`src/rtl/bseq_pkg.sv`:
```
package bseq_pkg;

    typedef enum logic [2:0] {
        KIND_FETCH    = 3'd0,
        KIND_MEM_RD   = 3'd1,
        KIND_MEM_WR   = 3'd2,
        KIND_IO_RD    = 3'd3,
        KIND_IO_WR    = 3'd4,
        KIND_IRQ_ACK  = 3'd5,
        KIND_POST_ACK = 3'd6
    } bus_kind_e;

    localparam logic [2:0] KIND_LAST = 3'd6;

    typedef enum logic [2:0] {
        TS_IDLE = 3'd0,
        TS_T1   = 3'd1,
        TS_T2   = 3'd2,
        TS_TW   = 3'd3,
        TS_T3   = 3'd4,
        TS_T4   = 3'd5
    } tstate_e;

    typedef struct packed {
        logic ale;
        logic rd_n;
        logic wr_n;
        logic inta_n;
        logic rfsh_n;
        logic io_m;
    } strobe_t;

    localparam strobe_t STROBE_QUIET = '{ale: 1'b0, rd_n: 1'b1, wr_n: 1'b1,
                                         inta_n: 1'b1, rfsh_n: 1'b1, io_m: 1'b0};

    function automatic logic kind_legal(input logic [2:0] raw);
        return raw <= KIND_LAST;
    endfunction

    function automatic logic is_fetch(input bus_kind_e k);
        return k == KIND_FETCH;
    endfunction

    function automatic logic reads_bus(input bus_kind_e k);
        return (k == KIND_FETCH) || (k == KIND_MEM_RD) || (k == KIND_IO_RD);
    endfunction

    function automatic logic writes_bus(input bus_kind_e k);
        return (k == KIND_MEM_WR) || (k == KIND_IO_WR);
    endfunction

    function automatic logic uses_ack(input bus_kind_e k);
        return k == KIND_IRQ_ACK;
    endfunction

    function automatic logic io_space(input bus_kind_e k);
        return (k == KIND_IO_RD) || (k == KIND_IO_WR) ||
               (k == KIND_IRQ_ACK) || (k == KIND_POST_ACK);
    endfunction

    function automatic logic port_cycle(input bus_kind_e k);
        return (k == KIND_IO_RD) || (k == KIND_IO_WR);
    endfunction

    function automatic logic strobe_phase(input tstate_e s);
        return (s == TS_T2) || (s == TS_TW);
    endfunction

    function automatic logic final_state(input tstate_e s, input bus_kind_e k);
        return ((s == TS_T3) && !is_fetch(k)) || (s == TS_T4);
    endfunction

endpackage

```
`src/rtl/bseq_clkdiv.sv`:
```
module bseq_clkdiv (
    input  logic clk,
    input  logic rst,
    output logic clk_out
);
    logic div_q;

    always_ff @(posedge clk) begin
        if (rst) div_q <= 1'b0;
        else     div_q <= ~div_q;
    end

    assign clk_out = div_q;
endmodule

```
`src/rtl/bseq_tstate.sv`:
```
module bseq_tstate
    import bseq_pkg::*;
#(
    parameter int ADDR_W = 16,
    parameter int DATA_W = 8
) (
    input  logic              clk,
    input  logic              rst,
    input  logic              req,
    input  logic [2:0]        req_kind,
    input  logic [ADDR_W-1:0] req_addr,
    input  logic [DATA_W-1:0] req_wdata,
    input  logic              wait_n,
    output tstate_e           state,
    output bus_kind_e         ctx_kind,
    output logic [ADDR_W-1:0] ctx_addr,
    output logic [DATA_W-1:0] ctx_wdata,
    output logic              done,
    output logic              strobe_end
);
    tstate_e state_q, state_d;
    logic    take;

    assign done       = final_state(state_q, ctx_kind);
    assign take       = req && kind_legal(req_kind) && ((state_q == TS_IDLE) || done);
    assign strobe_end = strobe_phase(state_q) && wait_n;

    always_comb begin
        state_d = state_q;
        unique case (state_q)
            TS_IDLE: state_d = TS_IDLE;
            TS_T1:   state_d = TS_T2;
            TS_T2,
            TS_TW:   state_d = wait_n ? TS_T3 : TS_TW;
            TS_T3:   state_d = is_fetch(ctx_kind) ? TS_T4 : TS_IDLE;
            TS_T4:   state_d = TS_IDLE;
            default: state_d = TS_IDLE;
        endcase
        if (take) state_d = TS_T1;
    end

    always_ff @(posedge clk) begin
        if (rst) begin
            state_q   <= TS_IDLE;
            ctx_kind  <= KIND_MEM_RD;
            ctx_addr  <= '0;
            ctx_wdata <= '0;
        end else begin
            state_q <= state_d;
            if (take) begin
                ctx_kind  <= bus_kind_e'(req_kind);
                ctx_addr  <= req_addr;
                ctx_wdata <= req_wdata;
            end
        end
    end

    assign state = state_q;

    AST_WAIT_STRETCH: assert property (@(posedge clk) disable iff (rst)
        (strobe_phase(state_q) && !wait_n) |=> (state_q == TS_TW));

    AST_CTX_HELD: assert property (@(posedge clk) disable iff (rst)
        ((state_q != TS_IDLE) && (state_q != TS_T1)) |-> ($stable(ctx_addr) && $stable(ctx_wdata)));

    AST_T1_AFTER_ACCEPT: assert property (@(posedge clk) disable iff (rst)
        (req && !kind_legal(req_kind) && (state_q == TS_IDLE)) |=> (state_q == TS_IDLE));
endmodule

```
`src/rtl/bseq_drive.sv`:
```
module bseq_drive
    import bseq_pkg::*;
#(
    parameter int ADDR_W = 16,
    parameter int DATA_W = 8
) (
    input  logic                     clk,
    input  logic                     rst,
    input  tstate_e                  state,
    input  bus_kind_e                ctx_kind,
    input  logic [ADDR_W-1:0]        ctx_addr,
    input  logic [DATA_W-1:0]        ctx_wdata,
    input  logic [DATA_W-1:0]        rfsh_addr,
    input  logic [ADDR_W-DATA_W-1:0] ivec,
    output strobe_t                  strb,
    output logic [DATA_W-1:0]        ad_out,
    output logic                     ad_oe,
    output logic [ADDR_W-DATA_W-1:0] a_hi
);
    localparam int HI_W = ADDR_W - DATA_W;

    logic [HI_W-1:0] port_hi;
    logic            active;
    logic            refresh_slot;

    generate
        if (HI_W == DATA_W) begin : g_port_same
            assign port_hi = ctx_addr[DATA_W-1:0];
        end else if (HI_W > DATA_W) begin : g_port_pad
            assign port_hi = {{(HI_W-DATA_W){1'b0}}, ctx_addr[DATA_W-1:0]};
        end else begin : g_port_cut
            assign port_hi = ctx_addr[HI_W-1:0];
        end
    endgenerate

    assign active       = (state != TS_IDLE);
    assign refresh_slot = is_fetch(ctx_kind) && ((state == TS_T3) || (state == TS_T4));

    always_comb begin
        strb        = STROBE_QUIET;
        strb.io_m   = active && io_space(ctx_kind);
        strb.rfsh_n = !refresh_slot;
        strb.ale    = (state == TS_T1) || (is_fetch(ctx_kind) && (state == TS_T3));
        if (strobe_phase(state)) begin
            strb.rd_n   = !reads_bus(ctx_kind);
            strb.inta_n = !uses_ack(ctx_kind);
        end
        if (state == TS_T3) strb.wr_n = !writes_bus(ctx_kind);
    end

    always_comb begin
        ad_oe  = 1'b0;
        ad_out = '0;
        if (state == TS_T1) begin
            ad_oe  = 1'b1;
            ad_out = ctx_addr[DATA_W-1:0];
        end else if (refresh_slot) begin
            ad_oe  = 1'b1;
            ad_out = rfsh_addr;
        end else if (writes_bus(ctx_kind) && (strobe_phase(state) || (state == TS_T3))) begin
            ad_oe  = 1'b1;
            ad_out = ctx_wdata;
        end
    end

    always_comb begin
        if (!active)                  a_hi = '0;
        else if (refresh_slot)        a_hi = ivec;
        else if (port_cycle(ctx_kind)) a_hi = port_hi;
        else                          a_hi = ctx_addr[ADDR_W-1:DATA_W];
    end

    AST_ONE_STROBE: assert property (@(posedge clk) disable iff (rst)
        $onehot0({!strb.rd_n, !strb.wr_n, !strb.inta_n}));

    AST_IOM_STEADY: assert property (@(posedge clk) disable iff (rst)
        ((state != TS_IDLE) && (state != TS_T1)) |-> $stable(strb.io_m));
endmodule

```
`src/rtl/bseq_capture.sv`:
```
module bseq_capture #(
    parameter int DATA_W = 8
) (
    input  logic              clk,
    input  logic              rst,
    input  logic              strobe_end,
    input  logic              rd_n,
    input  logic              inta_n,
    input  logic [DATA_W-1:0] ad_in,
    output logic [DATA_W-1:0] rdata
);
    logic grab;

    assign grab = strobe_end && (!rd_n || !inta_n);

    always_ff @(posedge clk) begin
        if (rst)       rdata <= '0;
        else if (grab) rdata <= ad_in;
    end
endmodule

```
`src/rtl/bus_cycle_seq.sv`:
```
module bus_cycle_seq
    import bseq_pkg::*;
#(
    parameter int ADDR_W = 16,
    parameter int DATA_W = 8
) (
    input  logic                     clk,
    input  logic                     rst,
    input  logic                     req,
    input  logic [2:0]               req_kind,
    input  logic [ADDR_W-1:0]        req_addr,
    input  logic [DATA_W-1:0]        req_wdata,
    input  logic                     wait_n,
    input  logic [DATA_W-1:0]        ad_in,
    input  logic [DATA_W-1:0]        rfsh_addr,
    input  logic [ADDR_W-DATA_W-1:0] ivec,
    output logic                     clk_out,
    output logic                     ale,
    output logic                     rd_n,
    output logic                     wr_n,
    output logic                     inta_n,
    output logic                     io_m,
    output logic                     rfsh_n,
    output logic [DATA_W-1:0]        ad_out,
    output logic                     ad_oe,
    output logic [ADDR_W-DATA_W-1:0] a_hi,
    output logic [DATA_W-1:0]        rdata,
    output logic                     done
);
    tstate_e           state;
    bus_kind_e         ctx_kind;
    logic [ADDR_W-1:0] ctx_addr;
    logic [DATA_W-1:0] ctx_wdata;
    logic              strobe_end;
    strobe_t           strb;

    bseq_clkdiv u_clkdiv (
        .clk     (clk),
        .rst     (rst),
        .clk_out (clk_out)
    );

    bseq_tstate #(.ADDR_W(ADDR_W), .DATA_W(DATA_W)) u_tstate (
        .clk        (clk),
        .rst        (rst),
        .req        (req),
        .req_kind   (req_kind),
        .req_addr   (req_addr),
        .req_wdata  (req_wdata),
        .wait_n     (wait_n),
        .state      (state),
        .ctx_kind   (ctx_kind),
        .ctx_addr   (ctx_addr),
        .ctx_wdata  (ctx_wdata),
        .done       (done),
        .strobe_end (strobe_end)
    );

    bseq_drive #(.ADDR_W(ADDR_W), .DATA_W(DATA_W)) u_drive (
        .clk       (clk),
        .rst       (rst),
        .state     (state),
        .ctx_kind  (ctx_kind),
        .ctx_addr  (ctx_addr),
        .ctx_wdata (ctx_wdata),
        .rfsh_addr (rfsh_addr),
        .ivec      (ivec),
        .strb      (strb),
        .ad_out    (ad_out),
        .ad_oe     (ad_oe),
        .a_hi      (a_hi)
    );

    assign ale    = strb.ale;
    assign rd_n   = strb.rd_n;
    assign wr_n   = strb.wr_n;
    assign inta_n = strb.inta_n;
    assign io_m   = strb.io_m;
    assign rfsh_n = strb.rfsh_n;

    bseq_capture #(.DATA_W(DATA_W)) u_capture (
        .clk        (clk),
        .rst        (rst),
        .strobe_end (strobe_end),
        .rd_n       (strb.rd_n),
        .inta_n     (strb.inta_n),
        .ad_in      (ad_in),
        .rdata      (rdata)
    );

    AST_RDATA_ON_STROBE_END: assert property (@(posedge clk) disable iff (rst)
        !$stable(rdata) |-> ($rose(rd_n) || $rose(inta_n)));

    AST_WR_AFTER_WAIT: assert property (@(posedge clk) disable iff (rst)
        $fell(wr_n) |-> $past(wait_n));

    AST_NO_ALE_IN_T4: assert property (@(posedge clk) disable iff (rst)
        (!rfsh_n && !$past(rfsh_n)) |-> !ale);

    AST_DONE_PULSE: assert property (@(posedge clk) disable iff (rst)
        done |=> !done);

    AST_CLK_TOGGLE: assert property (@(posedge clk) disable iff (rst)
        !$past(rst) |-> (clk_out != $past(clk_out)));
endmodule

```
`config.mk`:
```
export PLATFORM = sky130hd
export DESIGN_NAME = bus_cycle_seq
export DESIGN_NICKNAME = d
export VERILOG_FILES = /design/src/rtl/bseq_pkg.sv /design/src/rtl/bseq_clkdiv.sv /design/src/rtl/bseq_tstate.sv /design/src/rtl/bseq_drive.sv /design/src/rtl/bseq_capture.sv /design/src/rtl/bus_cycle_seq.sv
export SDC_FILE = /design/constraint.sdc
export NUM_CORES = 1
export LEC_CHECK = 0
export BUFFER_PORTS_ARGS = -buffer_cell sky130_fd_sc_hd__buf_2
export CELL_PAD_IN_SITES_DETAIL_PLACEMENT = 1
export CELL_PAD_IN_SITES_GLOBAL_PLACEMENT = 2
export CORE_MARGIN = 8
export CORE_UTILIZATION = 28
export DETAILED_ROUTE_END_ITERATION = 7
export GPL_TIMING_DRIVEN = 0
export HOLD_SLACK_MARGIN = 0.02
export PLACE_DENSITY_LB_ADDON = 0.1
export SETUP_SLACK_MARGIN = 0.2
export SLEW_MARGIN = 20
export SYNTH_ARGS = -nofsm -noshare
export SYNTH_HDL_FRONTEND = slang
export SYNTH_SLANG_ARGS = --single-unit
```
`constraint.sdc`:
```
create_clock -name clk -period 1.9 [get_ports clk]
set_input_delay 0.38 -clock clk [delete_from_list [all_inputs] [get_ports clk]]
set_output_delay 0.38 -clock clk [all_outputs]
set_load 0.05 [all_outputs]
```
-- Word level (Yosys, flattened, before mapping)
Index checks and enable logic that the tools add are counted.
- register bits after elaboration: 39
- output and inout bits: 33
- logic and storage cells: 70
- $lt $le $gt $ge: 1
- eq/ne operators: 11
- mux-type cells: 16
- bitwise operators: 1
- reduce and logical (&&, ||, !) cells: 34
- operator list (cell ; count):
    $mux 8 ; 6
    $eq 3x3->1 const B ; 5
    $logic_or 1x1->1 ; 13
    $eq 3x2->1 const B ; 4
    $logic_and 1x1->1 ; 9
    $pmux 3 s3 ; 1
    $logic_not 1->1 ; 7
    $mux 1 ; 7
    $eq 3x1->1 const B ; 2
    $logic_not 3->1 ; 2
    $mux 3 ; 2
    $reduce_or 2->1 ; 2
    $le 3x3->1 const B ; 1
    $reduce_bool 3->1 ; 1
    $not 1->1 ; 1

-- Longest topological paths before layout
Gate-level depths: netlist of run 1.
- depth in word-level cells: 8
- depth in mapped cells: 8
- mapped depth without buffers: 5

-- Cells and area by module
A second synthesis of run 1 with hierarchy kept.
- cells, all modules: 265
- area, all modules: 2478.6 µm²
- by module, submodules not included (module ; times used ; cells each ; area an instance (µm²) ; seq. area each (µm²)):
    bseq_tstate ; 1 ; 136 ; 1417.6 ; 600.6
    bseq_drive ; 1 ; 92 ; 663.1 ; 0.0
    bseq_capture ; 1 ; 35 ; 374.1 ; 160.2
    bseq_clkdiv ; 1 ; 2 ; 23.8 ; 20.0

-- Worst setup path after synthesis of run 1
OpenSTA, ideal clock, no wires.
- path kind: reg-to-output
- from: register u_tstate.ctx_kind[2]
- to: output port a_hi[6]
- arrival: 2.177 ns
- data required time: 1.520 ns
- setup slack: -0.657 ns
- stages on the path, launching flop included: 6
- path buffers: 1
- cell sequence: dfxtp_1 > buf_4 > nor2b_1 > a2bb2oi_4 > nor2_1 > a211oi_1
- word-level cells in the longest chain between the ends: 5
- elaborated cells between the ends (all ways): 8
- classes of those cells: eq/ne (2); mux (3); reduce/logical (3)
- ends and longest elaborated chain (item ; line ; source):
    start: declaration ; bseq_tstate.sv:15 ; output bus_kind_e ctx_kind,
    start signal: assignment ; bseq_tstate.sv:51 ; ctx_kind <= bus_kind_e'(req_kind);
    $eq 3x2->1 or $eq 3x3->1 (tied branches) ; bseq_pkg.sv:62 ; return (k == KIND_IO_RD) || (k == KIND_IO_WR);
    $logic_or 1x1->1 ; bseq_pkg.sv:62 ;
    $mux 8 ; bseq_drive.sv:69 ; else if (port_cycle(ctx_kind)) a_hi = port_hi;
    $mux 8 (*) ; bseq_drive.sv:68 ; else if (refresh_slot) a_hi = ivec;
    $mux 8 (*) ; bseq_drive.sv:67 ; if (!active) a_hi = '0;
    end: declaration ; bus_cycle_seq.sv:26 ; output logic [ADDR_W-DATA_W-1:0] a_hi,
Every way passes the cells marked *; elsewhere a longest branch is shown, timed or not.

-- Worst setup path after layout of run 1
- from: register u_tstate.ctx_kind[1]
- to: output port a_hi[5]
Same word-level chain as after synthesis.

==> metrics.cfg, run 1 <==
[logic_synthesis]
ys_types=36
yosysWarningCount=0
synth_area_um2=2242
ys_seq_elements=39
netlist_instances=245
avgSynthCellArea_um2=9.152
ys_seq_area_frac=0.3482
syn_nets=300

[sta]
finalHoldViolations=0
setup_ws_ns=-0.3923
period_needed_ns=2.292
period_share=1.206
slew_headroom=0.6669
setup-violations-final=22
max_slew.worst_pin.slew_ns=0.4997
fin_skew_ns=0.007562
slew_violations=0
max_freq_ghz=0.4363
rsz0062_at_grt=true

[cells_and_area]
finish.utilization=0.5217
syn_to_final_growth_pct=79.80
layout_commonest_cell=buf_2
layout_common_cells=62 x buf_2, 54 x nand2b_1, 37 x mux2i_1, 34 x dfxtp_1, 27 x buf_6
fillers=863
drive_gt1_frac=0.5503
antennaDiodeCount=0
design_area_um2=4031
fin_nets=432

[routing]
drt-initial-drc-count=62
wl_per_cell_um=17.44
via_per_inst=4.558
drc=0
first_pass_iters=4
antenna_left=0
vias=2188
wl_um=8370

[die]
core_area_um2=7727
die_w_um=105.5
initial_core_util=0.2902
io_pins=88
dieArea_um2=11130
rows=32
die_y_um=105.5

[global_routing]
grt_pass1_vias=2492
grt_pass1_wl_um=12920
antenna_found_initial=0
grtUsageMet3=0.03654
grt_use_met1=0.1772
busiest_layer=met2
grt_overflow_total=0
grtUsageMet2=0.2504
track_usage=0.1451
grt_max_degree=13

[critical_path]
worstSetupPathType=reg2out
startpoint_type=flop
cp_max_fo=8
ff2ff_path_depth=11
reg2reg_slack_ns=0.06
reg2reg_to=u_tstate.ctx_addr[12]
critPathCaptureType=output pin
reg2reg_from=u_tstate.ctx_kind[1]
arrival_ns=1.91
required_ns=1.52

[placed_design]
pre_cts_slack_ns=-0.2853
portBuffers=86
place_congestion=0.7128
dp_hpwl_um=5526
placed_area_um2=2984

[cts]
cts_buffers=5
clk_pin_slew_ns=0.08
cts_root_buf=clkbuf_8
cts_sinks=39
clock_latency_ns=0.30
ctsLongestPathBuffers=2
cts_tree=done
htree_levels=2

[pwr]
peakVddDrop_mv=0.2268
power_leakage_nw=1.843
p_total_mw=2.482
power.density_nw_per_um2=615.6

[run_status]
violations=negative setup slack
status=finished with violations

[min_path]
min_to=u_capture.rdata[7]
hold_start=ad_in[7]
hold_path_class=in2reg
holdPathStages=3

[run]
maxCapViolations=0

power by group:
group          internal (mW)  switching (mW)  total, mW
Clock                  0.425           0.316      0.742
Sequential             0.872          0.0513      0.923
Combinational          0.408           0.410      0.817
flip-flops by register name (all words and copies together), names as in the netlist:
name	count
u_tstate.ctx_kind	3
u_tstate.ctx_addr	16
u_capture.rdata	8
u_clkdiv.clk_out	1
u_tstate.ctx_wdata	8
u_tstate.state	3
worst max-delay path: stages (launching register included):
cell     delay [ns]
dfxtp_2        0.32
buf_6          0.12
nor4b_4        0.29
and2b_1        0.18
buf_6          0.14
inv_8          0.05
buf_12         0.14
o21ai_4        0.16
a21oi_4        0.04
buf_8          0.15
cells in the mapped netlist:
cell type,instances,area [µm²]
nand2b_1,54,337.8
mux2i_1,42,420.4
dfxtp_1,39,780.8
nand2_1,21,78.83
nor2_1,16,60.06
a21oi_1,10,50.05
a22oi_1,8,60.06
clkbuf_1,8,30.03
o21ai_0,7,35.03
buf_4,3,22.52
buf_6,3,33.78
or2b_1,3,22.52
and2_1,2,12.51
and2b_1,2,15.01
buf_8,2,30.03
nand3_1,2,10.01
o21ai_1,2,10.01
or3_1,2,12.51
xnor2_1,2,17.52
a211o_1,1,8.760
a211oi_1,1,7.510
a211oi_4,1,20.02
a21boi_0,1,7.510
a2bb2oi_4,1,26.28
buf_1,1,3.750
inv_1,1,3.750
inv_2,1,3.750
maj3_1,1,10.01
nand4b_1,1,8.760
nor2b_1,1,6.260
nor4_4,1,21.27
nor4b_4,1,23.77
o211ai_4,1,21.27
o21ba_2,1,10.01
o22a_1,1,8.760
or3b_4,1,11.26
worst max-delay path by stage:
stage / start / endpoint / slack (ns) / cells after the start
after floorplan: u_tstate.ctx_kind[1] / a_hi[0] / -0.007 / 7
after detailed placement: u_tstate.ctx_kind[2] / a_hi[5] / -0.29 / 6
after CTS: u_tstate.ctx_kind[0] / a_hi[4] / -0.35 / 9
after global routing: u_tstate.ctx_kind[1] / a_hi[5] / -0.47 / 9
after global placement: u_tstate.ctx_kind[2] / a_hi[5] / -0.28 / 6
final: u_tstate.ctx_kind[1] / a_hi[5] / -0.39 / 9
per-layer routing:
metal  up-vias  routed length (µm)
met2        50                4234
met4         0                  70
met1      1043                3719
li1       1087                   -
met3         8                 345
met5         -                   0
cell families after synthesis:
family / synth area share
compound gates: 0.1183
xor+xnor: 0.007814
fa+ha+maj: 0.004464
buf+inv: 0.05691
flops: 0.3482
mux: 0.1875
simple gates: 0.2768
layout make-up:
type                    instances  area [µm²]  area share
plain buffers                  17       165.2     0.04097
inverters                       2       15.01    0.003724
flip-flops and latches         39       794.5      0.1971
clock inverters                 2       35.03    0.008690
clock buffers                   6       82.58     0.02048
multi-input cells             187        1707      0.4233
repair buffers                125        1105      0.2741
well taps                     102       127.6     0.03166
repair_timing:
| item | 4_1_cts | 5_1_grt |
|---|---|---|
| hold buffers | 0 | 0 |
| gates cloned | 1 | 4 |
| gates resized for setup | 107 | 47 |
| pin swaps | 16 | 19 |
| buffers inserted | 20 | 14 |
| endpoints found under the setup margin | 24 | 52 |
through the flow:
step / setup TNS (ns) / hold WS [ns] / instances
floorplan: -0.006520 / 0.4483 / 245
detailed placement: -3.743 / 0.3981 / 433
CTS: -5.468 / 0.3122 / 462
global route: -7.746 / 0.3140 / 480
global placement: -3.684 / 0.3916 / 433
finish: -6.148 / 0.3175 / 480
Power figures use the tool's default switching activity.
==> inputs of run 2 (changes only) <==
--- a/config.mk
+++ b/config.mk
@@ -13,6 +13,7 @@
 export DETAILED_ROUTE_END_ITERATION = 7
 export GPL_TIMING_DRIVEN = 0
 export HOLD_SLACK_MARGIN = 0.02
+export MAX_ROUTING_LAYER = met4
 export PLACE_DENSITY_LB_ADDON = 0.1
 export SETUP_SLACK_MARGIN = 0.2
 export SLEW_MARGIN = 20
==> metrics.cfg, run 2 (synthesis gave the netlist of run 1 again) <==
[run_status]
status=finished with violations
violations=negative setup slack

[critical_path]
required_ns=1.52
startpoint_type=flop
crit_path_start=u_tstate.ctx_kind[1]
worstSetupPathType=reg2out
cp_max_fo=8
arrival_ns=1.91
reg2reg_from=u_tstate.ctx_kind[1]
critPathCaptureType=output pin

[pwr]
p_sw_mw=0.7758
p_int_mw=1.705
peakVddDrop_mv=0.2258
pwr-share-clk=0.299
p_total_mw=2.480
power_frac_comb=0.329
swShare=0.3128
power.density_nw_per_um2=615.3
seq_power_share=0.372
power_leakage_nw=1.843

[die]
die_y_um=105.5
dieArea_um2=11130
die_w_um=105.5
core_area_um2=7727
io_pins=88
initial_core_util=0.2902
rows=32

[cells_and_area]
register_area_um2=794.5
fin_nets=432
design_area_um2=4031
syn_to_final_growth_pct=79.80
drive_gt1_frac=0.5503
layout_common_cells=62 x buf_2, 54 x nand2b_1, 37 x mux2i_1, 34 x dfxtp_1, 27 x buf_6
layout_commonest_cell=buf_2
reg_top3=u_tstate.ctx_addr x16, u_capture.rdata x8, u_tstate.ctx_wdata x8
top_register=u_tstate.ctx_addr
multiInputGateArea_um2=1707
antennaDiodeCount=0
largest_reg_flops=16
fillers=863

[global_routing]
antenna_found_initial=0
grt_overflow_total=0
grt_pass1_wl_um=12890
grt_pass1_vias=2495
grt_max_degree=13
track_usage=0.1494

[routing]
met2WireLength_um=4231
m1WireLength_um=3748
wl_per_cell_um=17.37
antenna_left=0
via_per_inst=4.540
drc=0
wl_um=8338
first_pass_iters=4
vias=2179
drt-initial-drc-count=49
dr_wl_met3_um=290
top_layer=met4

[placed_design]
placed_area_um2=2984
portBuffers=86
place_congestion=0.7209
pre_cts_slack_ns=-0.2853
dp_hpwl_um=5526

[cts]
htree_levels=2
clk_pin_slew_ns=0.08
cts_tree=done
cts_root_buf=clkbuf_8
cts_sinks=39
clock_latency_ns=0.30
ctsLongestPathBuffers=2
cts_buffers=5

[sta]
slew_violations=0
max_freq_ghz=0.4362
finalHoldViolations=0
rsz0062_at_grt=true
slew_headroom=0.6696
setup-violations-final=22
fin_skew_ns=0.007762
setup_ws_ns=-0.3927
max_slew.worst_pin.slew_ns=0.4956
period_needed_ns=2.293
period_share=1.207

[min_path]
hold_path_class=in2reg
hold_start=ad_in[7]

[run]
maxCapViolations=0

==> run 2: timing repair <==
action / CTS / global route
pin swaps: 16 / 19
cloned: 1 / 4
gates resized for setup: 107 / 46
endpoints found under the setup margin: 24 / 52
setup buffers: 20 / 14
hold buffers: 0 / 0
==> run 2: critical path, stage by stage (launching register included) <==
cell     delay, ns
dfxtp_2       0.32
buf_6         0.12
nor4b_4       0.29
and2b_1       0.18
buf_6         0.14
inv_8         0.05
buf_12        0.14
o21ai_4       0.16
a21oi_4       0.04
buf_8         0.15
==> run 2: stage by stage <==
step	cells	util	setup TNS (ns)	hold slack, ns
after floorplan	245	-	-0.006520	0.4483
after global placement	433	0.3862	-3.684	0.3916
after detailed placement	433	0.3862	-3.743	0.3981
after CTS	462	0.4713	-5.468	0.3122
after global routing	480	0.5217	-7.783	0.3139
final	480	0.5217	-6.164	0.3156
==> run 2: final timing paths <==
check                           to  slack, ns  depth (start not counted)
max reg2reg  u_tstate.ctx_addr[12]       0.06                         11
min             u_capture.rdata[7]       0.32                          3
min reg2reg       u_clkdiv.clk_out       0.41                          1
max                        a_hi[5]      -0.39                          9
==> run 2: routing by layer <==
metal / GRT usage / vias to the layer above
li1: - / 1088
met1: 0.1779 / 1034
met2: 0.2504 / 49
met3: 0.03532 / 8
met4: 0.03058 / 0
met5: - / -
==> run 2: final cells by class <==
type	instances	area share
Buffer	17	0.04097
Clock buffer	6	0.02048
Clock inverter	2	0.008690
Inverter	2	0.003724
Multi-Input combinational cell	187	0.4233
Sequential cell	39	0.1971
Tap cell	102	0.03166
Timing Repair Buffer	125	0.2741
==> run 2: power groups by stage <==
| stage | Clock (mW) | Sequential (mW) | Combinational (mW) |
|---|---|---|---|
| 5_1_grt | 0.789 | 0.931 | 0.867 |
| 3_5_place_dp | 0 | 0.934 | 0.562 |
| 3_3_place_gp | 0 | 0.932 | 0.557 |
| 2_1_floorplan | 0 | 0.941 | 0.393 |
| 4_1_cts | 0.750 | 0.918 | 0.696 |
| 6_report | 0.741 | 0.923 | 0.816 |
==> inputs of run 3 (changes only) <==
--- a/config.mk
+++ b/config.mk
@@ -15,7 +15,8 @@
 export HOLD_SLACK_MARGIN = 0.02
 export MAX_ROUTING_LAYER = met4
 export PLACE_DENSITY_LB_ADDON = 0.1
-export SETUP_SLACK_MARGIN = 0.2
+export RECOVER_POWER = 50
+export SETUP_SLACK_MARGIN = 0.5
 export SLEW_MARGIN = 20
 export SYNTH_ARGS = -nofsm -noshare
 export SYNTH_HDL_FRONTEND = slang
==> metrics.cfg, run 3 (synthesis gave the netlist of run 1 again) <==
[pwr]
p_total_mw=2.308
peakVddDrop_mv=0.2551
power_leakage_nw=1.776
power.density_nw_per_um2=575.2

[cells_and_area]
fin_nets=434
finish.utilization=0.5193
layout_common_cells=54 x nand2b_1, 54 x buf_2, 36 x mux2i_1, 33 x dfxtp_1, 24 x buf_6
top_register=u_tstate.ctx_addr
reg_top3=u_tstate.ctx_addr x16, u_capture.rdata x8, u_tstate.ctx_wdata x8
design_area_um2=4013
antennaDiodeCount=0
fillers=865
drive_gt1_frac=0.5395
syn_to_final_growth_pct=78.96
largest_reg_flops=16

[critical_path]
max_stage_delay_ns=0.32
worstSetupPathType=reg2out
arrival_ns=1.90
crit_slowest_cell=dfxtp_2
cp_max_fo=8
path_common_cell=buf_6
startpoint_type=flop
crit_chain=buf_6 -> nor4b_4 -> and2b_2 -> buf_6 -> inv_8 -> buf_12 -> o21ai_4 -> a21oi_4 -> buf_6
required_ns=1.52
critPathCaptureType=output pin
reg2reg_slack_ns=0

[placed_design]
pre_cts_slack_ns=-0.2926
placed_area_um2=3004
place_congestion=0.7167
portBuffers=86
dp_hpwl_um=5527

[die]
rows=32
die_y_um=105.5
dieArea_um2=11130
core_area_um2=7727
die_w_um=105.5
io_pins=88
initial_core_util=0.2902

[sta]
period_needed_ns=2.282
rsz0062_at_grt=true
max_freq_ghz=0.4383
slew_violations=0
setup_ws_ns=-0.3818
period_share=1.201
slew_headroom=0.5911
fin_setup_tns_ns=-6.546
fin_skew_ns=0.006668
max_slew.worst_pin.slew_ns=0.6159
finalHoldViolations=0
setup-violations-final=22

[routing]
dr_wl_met3_um=316
wl_per_cell_um=17.56
met2WireLength_um=4149
via_per_inst=4.670
vias=2251
drc=0
antenna_left=0
m1WireLength_um=3888
top_layer=met4
first_pass_iters=4
drt-initial-drc-count=53
wl_um=8463

[cts]
cts_root_buf=clkbuf_8
cts_sinks=39
ctsLongestPathBuffers=2
cts_tree=done
clock_latency_ns=0.30
htree_levels=2
clk_pin_slew_ns=0.08
cts_buffers=5

[run_status]
status=finished with violations
violations=negative setup slack

[global_routing]
antenna_found_initial=0
grt_max_degree=13
grt_overflow_total=0
grt_pass1_wl_um=13340
grt_pass1_vias=2513
track_usage=0.1562

[min_path]
hold_path_class=in2reg

[run]
maxCapViolations=0

==> run 3: final cells by class <==
cell class / count / area [µm²] / share of cell area
clock buffer: 5 / 68.82 / 0.01715
tap: 102 / 127.6 / 0.03181
multi-input combinational: 188 / 1747 / 0.4353
inverter: 2 / 15.01 / 0.003742
timing repair buffer: 126 / 1074 / 0.2675
clock inverter: 3 / 15.01 / 0.003742
sequential: 39 / 795.8 / 0.1983
buffer: 17 / 170.2 / 0.04241
==> run 3: repair_timing <==
| action | 4_1_cts | 5_1_grt |
|---|---|---|
| setup buffers | 26 | 9 |
| resized for setup | 135 | 22 |
| setup endpoints to repair | 55 | 62 |
| pin swaps | 25 | 25 |
| hold buffers | 0 | 0 |
| cloned | 6 | 0 |
==> run 3: worst paths after layout <==
path / depth (start not counted) / startpoint / to
hold / removal: 3 / ad_in[5] / u_capture.rdata[5]
setup / recovery: 9 / u_tstate.ctx_kind[1] / a_hi[4]
hold reg to reg: 1 / u_clkdiv.clk_out / u_clkdiv.clk_out
setup reg to reg: 11 / u_tstate.ctx_kind[1] / u_tstate.ctx_wdata[4]
==> run 3: layer usage <==
layer  track usage  vias up
li1              -     1100
met1        0.1895     1081
met2        0.2540       61
met3       0.03471        9
met4       0.04383        0
met5             -        -
==> run 3: critical path, delay by kind of cell (launching register included) <==
kind                   cells  cell delay, ns
AO/OA/AOI/OAI              2            0.19
buffers and inverters      5            0.60
flip-flops                 1            0.32
AND/OR/NAND/NOR            2            0.49
==> run 3: power by group <==
group	switching, mW	leakage [nW]	internal [mW]
combinational	0.415	1.41	0.404
clock	0.314	0.0477	0.252
sequential	0.0514	0.322	0.872
total	0.780	1.78	1.53
==> run 3: through the flow <==
step,hold WS (ns),instances
2_1_floorplan,0.4483,245
3_3_place_gp,0.3921,433
3_5_place_dp,0.3932,433
4_1_cts,0.3042,473
5_1_grt,0.3274,482
6_report,0.3139,482
